`config.mk`:
```
export PLATFORM = sky130hd
export DESIGN_NAME = march_ss_engine
export DESIGN_NICKNAME = d
export VERILOG_FILES = /design/src/rtl/march_ss_pkg.sv /design/src/rtl/march_seq.sv /design/src/rtl/march_cmp.sv /design/src/rtl/march_ss_engine.sv
export SDC_FILE = /design/constraint.sdc
export NUM_CORES = 1
export LEC_CHECK = 0
export ABC_AREA = 0
export BUFFER_PORTS_ARGS = -buffer_cell sky130_fd_sc_hd__buf_2
export CORE_MARGIN = 2
export CORE_UTILIZATION = 46
export DETAILED_ROUTE_END_ITERATION = 12
export GPL_TIMING_DRIVEN = 0
export PLACE_DENSITY = 0.68
export SLEW_MARGIN = 15
export SYNTH_ARGS = -nofsm -noshare
export SYNTH_HDL_FRONTEND = slang
export SYNTH_SLANG_ARGS = --single-unit
```
`constraint.sdc`:
```
create_clock -name clk -period 3.2 [get_ports clk]
set_input_delay 0.32 -clock clk [delete_from_list [all_inputs] [get_ports clk]]
set_output_delay 0.32 -clock clk [all_outputs]
set_load 0.01 [all_outputs]
```
`src/rtl/march_ss_pkg.sv`:
```
package march_ss_pkg;

  localparam int NUM_ELEM     = 6;
  localparam int OPS_PER_ADDR = 22;
  localparam int ELEM_W       = 3;

  typedef enum logic [1:0] {
    ST_IDLE  = 2'd0,
    ST_RUN   = 2'd1,
    ST_FLUSH = 2'd2,
    ST_DONE  = 2'd3
  } eng_state_t;

  typedef struct packed {
    logic wr;   // 1 = write, 0 = read
    logic inv;  // 1 = complemented background
  } mop_t;

  // Number of operations per address in an element
  function automatic logic [2:0] elem_len(input logic [ELEM_W-1:0] e);
    return (e == 3'd0 || e == 3'd5) ? 3'd1 : 3'd5;
  endfunction

  // Descending address order for M3 and M4
  function automatic logic elem_desc(input logic [ELEM_W-1:0] e);
    return (e == 3'd3 || e == 3'd4);
  endfunction

  // Operation decode for element e, operation slot i
  function automatic mop_t elem_op(input logic [ELEM_W-1:0] e, input logic [2:0] i);
    mop_t o;
    o.wr  = 1'b0;
    o.inv = 1'b0;
    case (e)
      3'd0: o.wr = 1'b1;
      3'd1, 3'd3: begin
        o.wr  = (i == 3'd2 || i == 3'd4);
        o.inv = (i == 3'd4);
      end
      3'd2, 3'd4: begin
        o.wr  = (i == 3'd2 || i == 3'd4);
        o.inv = (i != 3'd4);
      end
      default: ;
    endcase
    return o;
  endfunction

endpackage

```
`src/rtl/march_seq.sv`:
```
module march_seq
  import march_ss_pkg::*;
#(
  parameter int DEPTH  = 16,
  parameter int ADDR_W = $clog2(DEPTH)
) (
  input  logic              clk,
  input  logic              rst_n,
  input  logic              launch,
  input  logic              advance,
  output logic [ELEM_W-1:0] elem,
  output logic [2:0]        op_idx,
  output logic [ADDR_W-1:0] addr,
  output logic              last_op
);

  localparam logic [ADDR_W-1:0] TOP_ADDR = ADDR_W'(DEPTH - 1);

  function automatic logic [ADDR_W-1:0] first_addr(input logic [ELEM_W-1:0] e);
    return elem_desc(e) ? TOP_ADDR : '0;
  endfunction

  function automatic logic [ADDR_W-1:0] final_addr(input logic [ELEM_W-1:0] e);
    return elem_desc(e) ? '0 : TOP_ADDR;
  endfunction

  logic op_wrap;
  logic addr_wrap;

  assign op_wrap   = (op_idx == elem_len(elem) - 3'd1);
  assign addr_wrap = (addr == final_addr(elem));
  assign last_op   = op_wrap && addr_wrap && (elem == ELEM_W'(NUM_ELEM - 1));

  always_ff @(posedge clk or negedge rst_n) begin
    if (!rst_n) begin
      elem   <= '0;
      op_idx <= '0;
      addr   <= '0;
    end else if (launch) begin
      elem   <= '0;
      op_idx <= '0;
      addr   <= '0;
    end else if (advance) begin
      if (op_wrap) begin
        op_idx <= '0;
        if (addr_wrap) begin
          elem <= elem + 1'b1;
          addr <= first_addr(elem + 1'b1);
        end else if (elem_desc(elem)) begin
          addr <= addr - 1'b1;
        end else begin
          addr <= addr + 1'b1;
        end
      end else begin
        op_idx <= op_idx + 1'b1;
      end
    end
  end

endmodule

```
`src/rtl/march_cmp.sv`:
```
module march_cmp
  import march_ss_pkg::*;
#(
  parameter int DATA_W = 8,
  parameter int ADDR_W = 4
) (
  input  logic              clk,
  input  logic              rst_n,
  input  logic              clear,
  input  logic              issue_rd,
  input  logic [DATA_W-1:0] issue_exp,
  input  logic [ADDR_W-1:0] issue_addr,
  input  logic [ELEM_W-1:0] issue_elem,
  input  logic [DATA_W-1:0] rdata,
  output logic              mismatch,
  output logic              fail,
  output logic [ADDR_W-1:0] fail_addr,
  output logic [ELEM_W-1:0] fail_elem
);

  logic              v_q;
  logic [DATA_W-1:0] exp_q;
  logic [ADDR_W-1:0] addr_q;
  logic [ELEM_W-1:0] elem_q;

  always_ff @(posedge clk or negedge rst_n) begin
    if (!rst_n) begin
      v_q    <= 1'b0;
      exp_q  <= '0;
      addr_q <= '0;
      elem_q <= '0;
    end else begin
      v_q    <= issue_rd;
      exp_q  <= issue_exp;
      addr_q <= issue_addr;
      elem_q <= issue_elem;
    end
  end

  assign mismatch = v_q && (rdata != exp_q);

  always_ff @(posedge clk or negedge rst_n) begin
    if (!rst_n) begin
      fail      <= 1'b0;
      fail_addr <= '0;
      fail_elem <= '0;
    end else if (clear) begin
      fail      <= 1'b0;
      fail_addr <= '0;
      fail_elem <= '0;
    end else if (mismatch && !fail) begin
      fail      <= 1'b1;
      fail_addr <= addr_q;
      fail_elem <= elem_q;
    end
  end

endmodule

```
`src/rtl/march_ss_engine.sv`:
```
module march_ss_engine
  import march_ss_pkg::*;
#(
  parameter int DEPTH  = 16,
  parameter int DATA_W = 8,
  parameter int ADDR_W = $clog2(DEPTH)
) (
  input  logic              clk,
  input  logic              rst_n,
  input  logic              start_i,
  input  logic [DATA_W-1:0] bg_i,
  output logic              busy_o,
  output logic              done_o,
  output logic [ADDR_W-1:0] mem_addr_o,
  output logic              mem_we_o,
  output logic [DATA_W-1:0] mem_wdata_o,
  input  logic [DATA_W-1:0] mem_rdata_i,
  output logic              fail_o,
  output logic [ADDR_W-1:0] fail_addr_o,
  output logic [ELEM_W-1:0] fail_elem_o
);

  eng_state_t        state_q;
  logic [DATA_W-1:0] bg_q;

  // Named internal events
  logic              launch;
  logic              op_issue;
  logic              read_issue;
  logic              last_op;
  logic              cmp_mismatch;

  logic [ELEM_W-1:0] elem;
  logic [2:0]        op_idx;
  logic [ADDR_W-1:0] addr;
  mop_t              cur_op;
  logic [DATA_W-1:0] op_word;

  assign launch     = (state_q == ST_IDLE) && start_i;
  assign op_issue   = (state_q == ST_RUN);
  assign cur_op     = elem_op(elem, op_idx);
  assign read_issue = op_issue && !cur_op.wr;
  assign op_word    = cur_op.inv ? ~bg_q : bg_q;

  always_ff @(posedge clk or negedge rst_n) begin
    if (!rst_n) begin
      state_q <= ST_IDLE;
      bg_q    <= '0;
    end else begin
      case (state_q)
        ST_IDLE: if (start_i) begin
          state_q <= ST_RUN;
          bg_q    <= bg_i;
        end
        ST_RUN:   if (last_op) state_q <= ST_FLUSH;
        ST_FLUSH: state_q <= ST_DONE;
        default:  state_q <= ST_IDLE;
      endcase
    end
  end

  march_seq #(
    .DEPTH (DEPTH),
    .ADDR_W(ADDR_W)
  ) u_seq (
    .clk    (clk),
    .rst_n  (rst_n),
    .launch (launch),
    .advance(op_issue),
    .elem   (elem),
    .op_idx (op_idx),
    .addr   (addr),
    .last_op(last_op)
  );

  march_cmp #(
    .DATA_W(DATA_W),
    .ADDR_W(ADDR_W)
  ) u_cmp (
    .clk       (clk),
    .rst_n     (rst_n),
    .clear     (launch),
    .issue_rd  (read_issue),
    .issue_exp (op_word),
    .issue_addr(addr),
    .issue_elem(elem),
    .rdata     (mem_rdata_i),
    .mismatch  (cmp_mismatch),
    .fail      (fail_o),
    .fail_addr (fail_addr_o),
    .fail_elem (fail_elem_o)
  );

  assign busy_o      = (state_q != ST_IDLE);
  assign done_o      = (state_q == ST_DONE);
  assign mem_addr_o  = addr;
  assign mem_we_o    = op_issue && cur_op.wr;
  assign mem_wdata_o = op_word;

endmodule

```
==> run summary <==
The worst setup path is launched from a flip-flop. The CTS buffer count came out at 5. The DRC marker count from the first detailed-route iteration came out at 61. The number of endpoints with negative hold slack in the final report is 0.

Among all stages on the critical path, the largest delay is contributed by dfrtp_1. In this run, synthesis produced a sequential element count of 44. The clock latency on the worst-skew pair came out at 0.30 ns.

In the routed layout, each cell is associated on average with a via count of 5.04. The estimated wirelength of the detail-placed design is 2880 um. The placed cell area came out at 0.00247 mm2. The number of global-route vias before repair is 1,487.

The clock-pin slew reported for the worst setup and hold paths after clock tree synthesis came out at 0.08 ns. The total wirelength of the detailed-routed design is 4090 um. In the final layout, the multi-input gates occupy 0.00102 mm2. The number of gates resized after CTS was 0.

Based on the critical path, the design can be clocked at up to 340 MHz. The number of filler cells placed in the layout came out at 408. The sequential-to-total area share from yosys stat is 50.1%.

The classification of the worst setup path is flip-flop to flip-flop. The synthesized instance count is 201. The post-route cell area is 0.00255 mm2. Counting along the longest clock path gives a buffer depth of 2. Walking the worst path, the cells encountered are inv_1, ha_1, mux2i_4, inv_1, ha_1, nor4bb_1, mux2_4, a21oi_4, a21oi_2, mux2_4. The first global-routing pass estimated 6920 um of wire. The final cycle utilization of the critical path is 91.8%. The quantity of I/O buffers inserted on ports came out at 41. The post-detailed-route DRC marker count is 0.

The number of antenna violations at the first check in global routing is 0. The remaining global-route overflow came out at 0. The final number of max-transition violations was 0. The synthesized netlist contains 35 unique library cells. The delay contributed by the slowest stage of the critical path is 0.40 ns. The cts-stage hold buffer count is 0. TritonCTS built the clock tree. The number of setup buffers added after CTS is 0.

At the worst endpoint, the required time is 3.39 ns. The peak supply drop came out at 403 uV. A synthesized cell averages 10.9 um2.

The root buffer cell chosen for the clock tree is clkbuf_8. The die span in y is 73.1 um. Setup violations remaining at the end of the flow were counted as 0. The die outline width is 73.1 um. After the last flow step, the layout net total stands at 283. The leakage power is 0.00137 uW. The all-layer global routing usage came out at 17.2%.

The die covers 0.00535 mm2. The number of antenna diodes in the final layout is 0. The worst max-slew margin expressed relative to the limit came out at 35.9%. Clock skew on the completed layout was measured at 0.00611 ns.

The total negative slack came out at 0 ns. In this run the worst hold path is classified as input port to asynchronous set/reset pin. Subtracting the final worst setup slack from the clock period gives 2.94 ns. In this run the worst path has a maximum fanout of 7. The total power divided by cell area came out at 864 mW/mm2. The starting density of the core came out at 47.2%. The slew at the pin closest to its max-slew limit is 0.961 ns. Setup repair after global routing left no endpoint under its margin.

The boundary pin count is 42. The initialized floorplan defines 25 standard-cell rows. The share of post-route cells with drive strength above 1 is 23.7%. The core region is 0.00466 mm2. Across the run, the number of max-cap violations was 0. The total number of H-tree levels is 2. The total number of vias is 1,526. The overall power after layout is 2200 uW. At the end of routability-driven placement, the weighted congestion stood at 0.887.

The net count of the mapped netlist is 235. The number of nets still failing antenna checks after routing is 0. The sequential cell area is 0.00110 mm2. The largest net degree at the start of global routing came out at 45. The first-pass iteration count of the detailed router came out at 4. The critical path contains buffers and inverters numbering 2 combined. STA classifies the critical path endpoint as a flip-flop. The run finished with clean final reports. In the synthesized netlist the dominant register cell turns out to be dfrtp_1. The number of clock sinks came out at 44. The area growth from synthesis to layout is 16.1%. The async set or reset register ratio after synthesis came out at 100%. For the worst setup path, the data arrival time is 3.13 ns. The netlist area before placement is 0.00220 mm2. The wire length per cell came out at 13.5 um. On the critical path the largest part of the delay comes from multiplexers. The number of enable-type register cells in the synthesized netlist is 0. Yosys printed 0 warnings.
==> where the power goes <==
| part | switching [uW] | leakage, uW | internal (uW) |
|---|---|---|---|
| Clock | 190 | 0.0000400 | 148 |
| Sequential | 153 | 0.000572 | 767 |
| Combinational | 528 | 0.000757 | 419 |
==> path summary, 6_finish.rpt <==
path,start,to,slack [ns],depth (start not counted)
min in group clk,bg_i[5],bg_q[5],0.20,3
worst max-delay path,u_seq.elem[0],state_q[1],0.26,10
max in group asynchronous,rst_n,u_cmp.fail_addr[3],2.43,1
worst max register to register,u_seq.elem[0],state_q[1],0.26,10
worst min register to register,u_seq.elem[2],u_cmp.elem_q[2],0.40,0
worst min-delay path,rst_n,state_q[1],0.17,1
==> through the flow <==
step           worst slack [ns]  instances  utilization (%)  hold slack (ns)
2_1_floorplan             0.596        201                -           0.0244
4_1_cts                   0.268        303             54.8            0.197
6_report                  0.261        303             54.8            0.172
3_5_place_dp              0.299        296             53.0            0.382
5_1_grt                  0.0620        303             54.8            0.208
3_3_place_gp              0.359        296             53.0            0.381
==> cells by family (layout without fill, tap and decap cells) <==
kind of cell	Yosys count	count (layout)	share of synthesized area [%]
AND/OR/NAND/NOR	65	65	13.2
adder cells (fa/ha/maj)	15	15	8.88
multiplexers	14	14	7.40
AO/OA/AOI/OAI	23	23	8.20
flip-flops	44	44	50.1
buffers and inverters	18	66	3.47
XOR/XNOR	22	22	8.76
==> cell usage after synthesis (2+ instances only) <==
master | n | share of area [%]
nor2_1 | 12 | 2.0
xor2_1 | 10 | 4.0
nor3_1 | 3 | 0.68
a21oi_1 | 7 | 1.6
xnor2_1 | 12 | 4.8
dfrtp_1 | 44 | 50
mux2i_1 | 11 | 5.0
mux2_4 | 2 | 1.4
inv_1 | 13 | 2.2
o211ai_2 | 2 | 1.1
nand2_1 | 35 | 6.0
a311oi_1 | 2 | 0.80
o21ai_0 | 4 | 0.91
and2_1 | 2 | 0.57
ha_1 | 14 | 8.0
nand4_1 | 4 | 1.1
nand3_1 | 4 | 0.91
clkbuf_1 | 3 | 0.51
==> cell usage in the layout, fill, tap and decap left out, drive strengths merged <==
cell type,netlist,layout
xnor2,12,12
xor2,10,10
or4b,1,1
inv,13,13
dfrtp,44,44
mux2i,12,12
o32a,1,1
o31a,1,1
nand4,4,4
nor2,12,12
and3,1,1
o211ai,2,2
clkinvlp,0,1
nor3,3,3
nor4bb,1,1
clkinv,0,1
and2,2,2
a311oi,2,2
a21o,1,1
nand2,35,35
a21oi,9,9
mux2,2,2
and4,1,1
or3,1,1
o32ai,1,1
a31oi,1,1
clkbuf,3,8
nand3,4,4
fa,1,1
buf,2,43
a221oi,1,1
o21ai,4,4
ha,14,14
==> registers in the layout (all words and copies together) (netlist names), 2 cells and up <==
name	cells
u_cmp.elem_q	3
bg_q	8
u_seq.op_idx	3
u_cmp.fail_addr	4
u_cmp.addr_q	4
u_seq.elem	3
state_q	2
u_cmp.fail_elem	3
u_cmp.exp_q	8
u_seq.addr	4
==> area by class of cell <==
cell class                      count  share of cell area (%)
Sequential cell                    44                    43.1
Multi-Input combinational cell    139                    40.0
Timing Repair Buffer               41                    8.04
Clock buffer                        5                    2.70
Tap cell                           54                    2.65
Inverter                           13                    1.91
Buffer                              5                    1.08
Clock inverter                      2                   0.490
==> metal layers <==
layer  GRT usage [%]  vias to the layer above  share of wire, %
met1            22.8                      723                49
li1                -                      770                 -
met5               0                        -                 0
met2            26.6                       28                46
met3            4.56                        5               3.5
met4            7.00                        0               1.6
No activity file was read; power rests on OpenSTA's default activity.
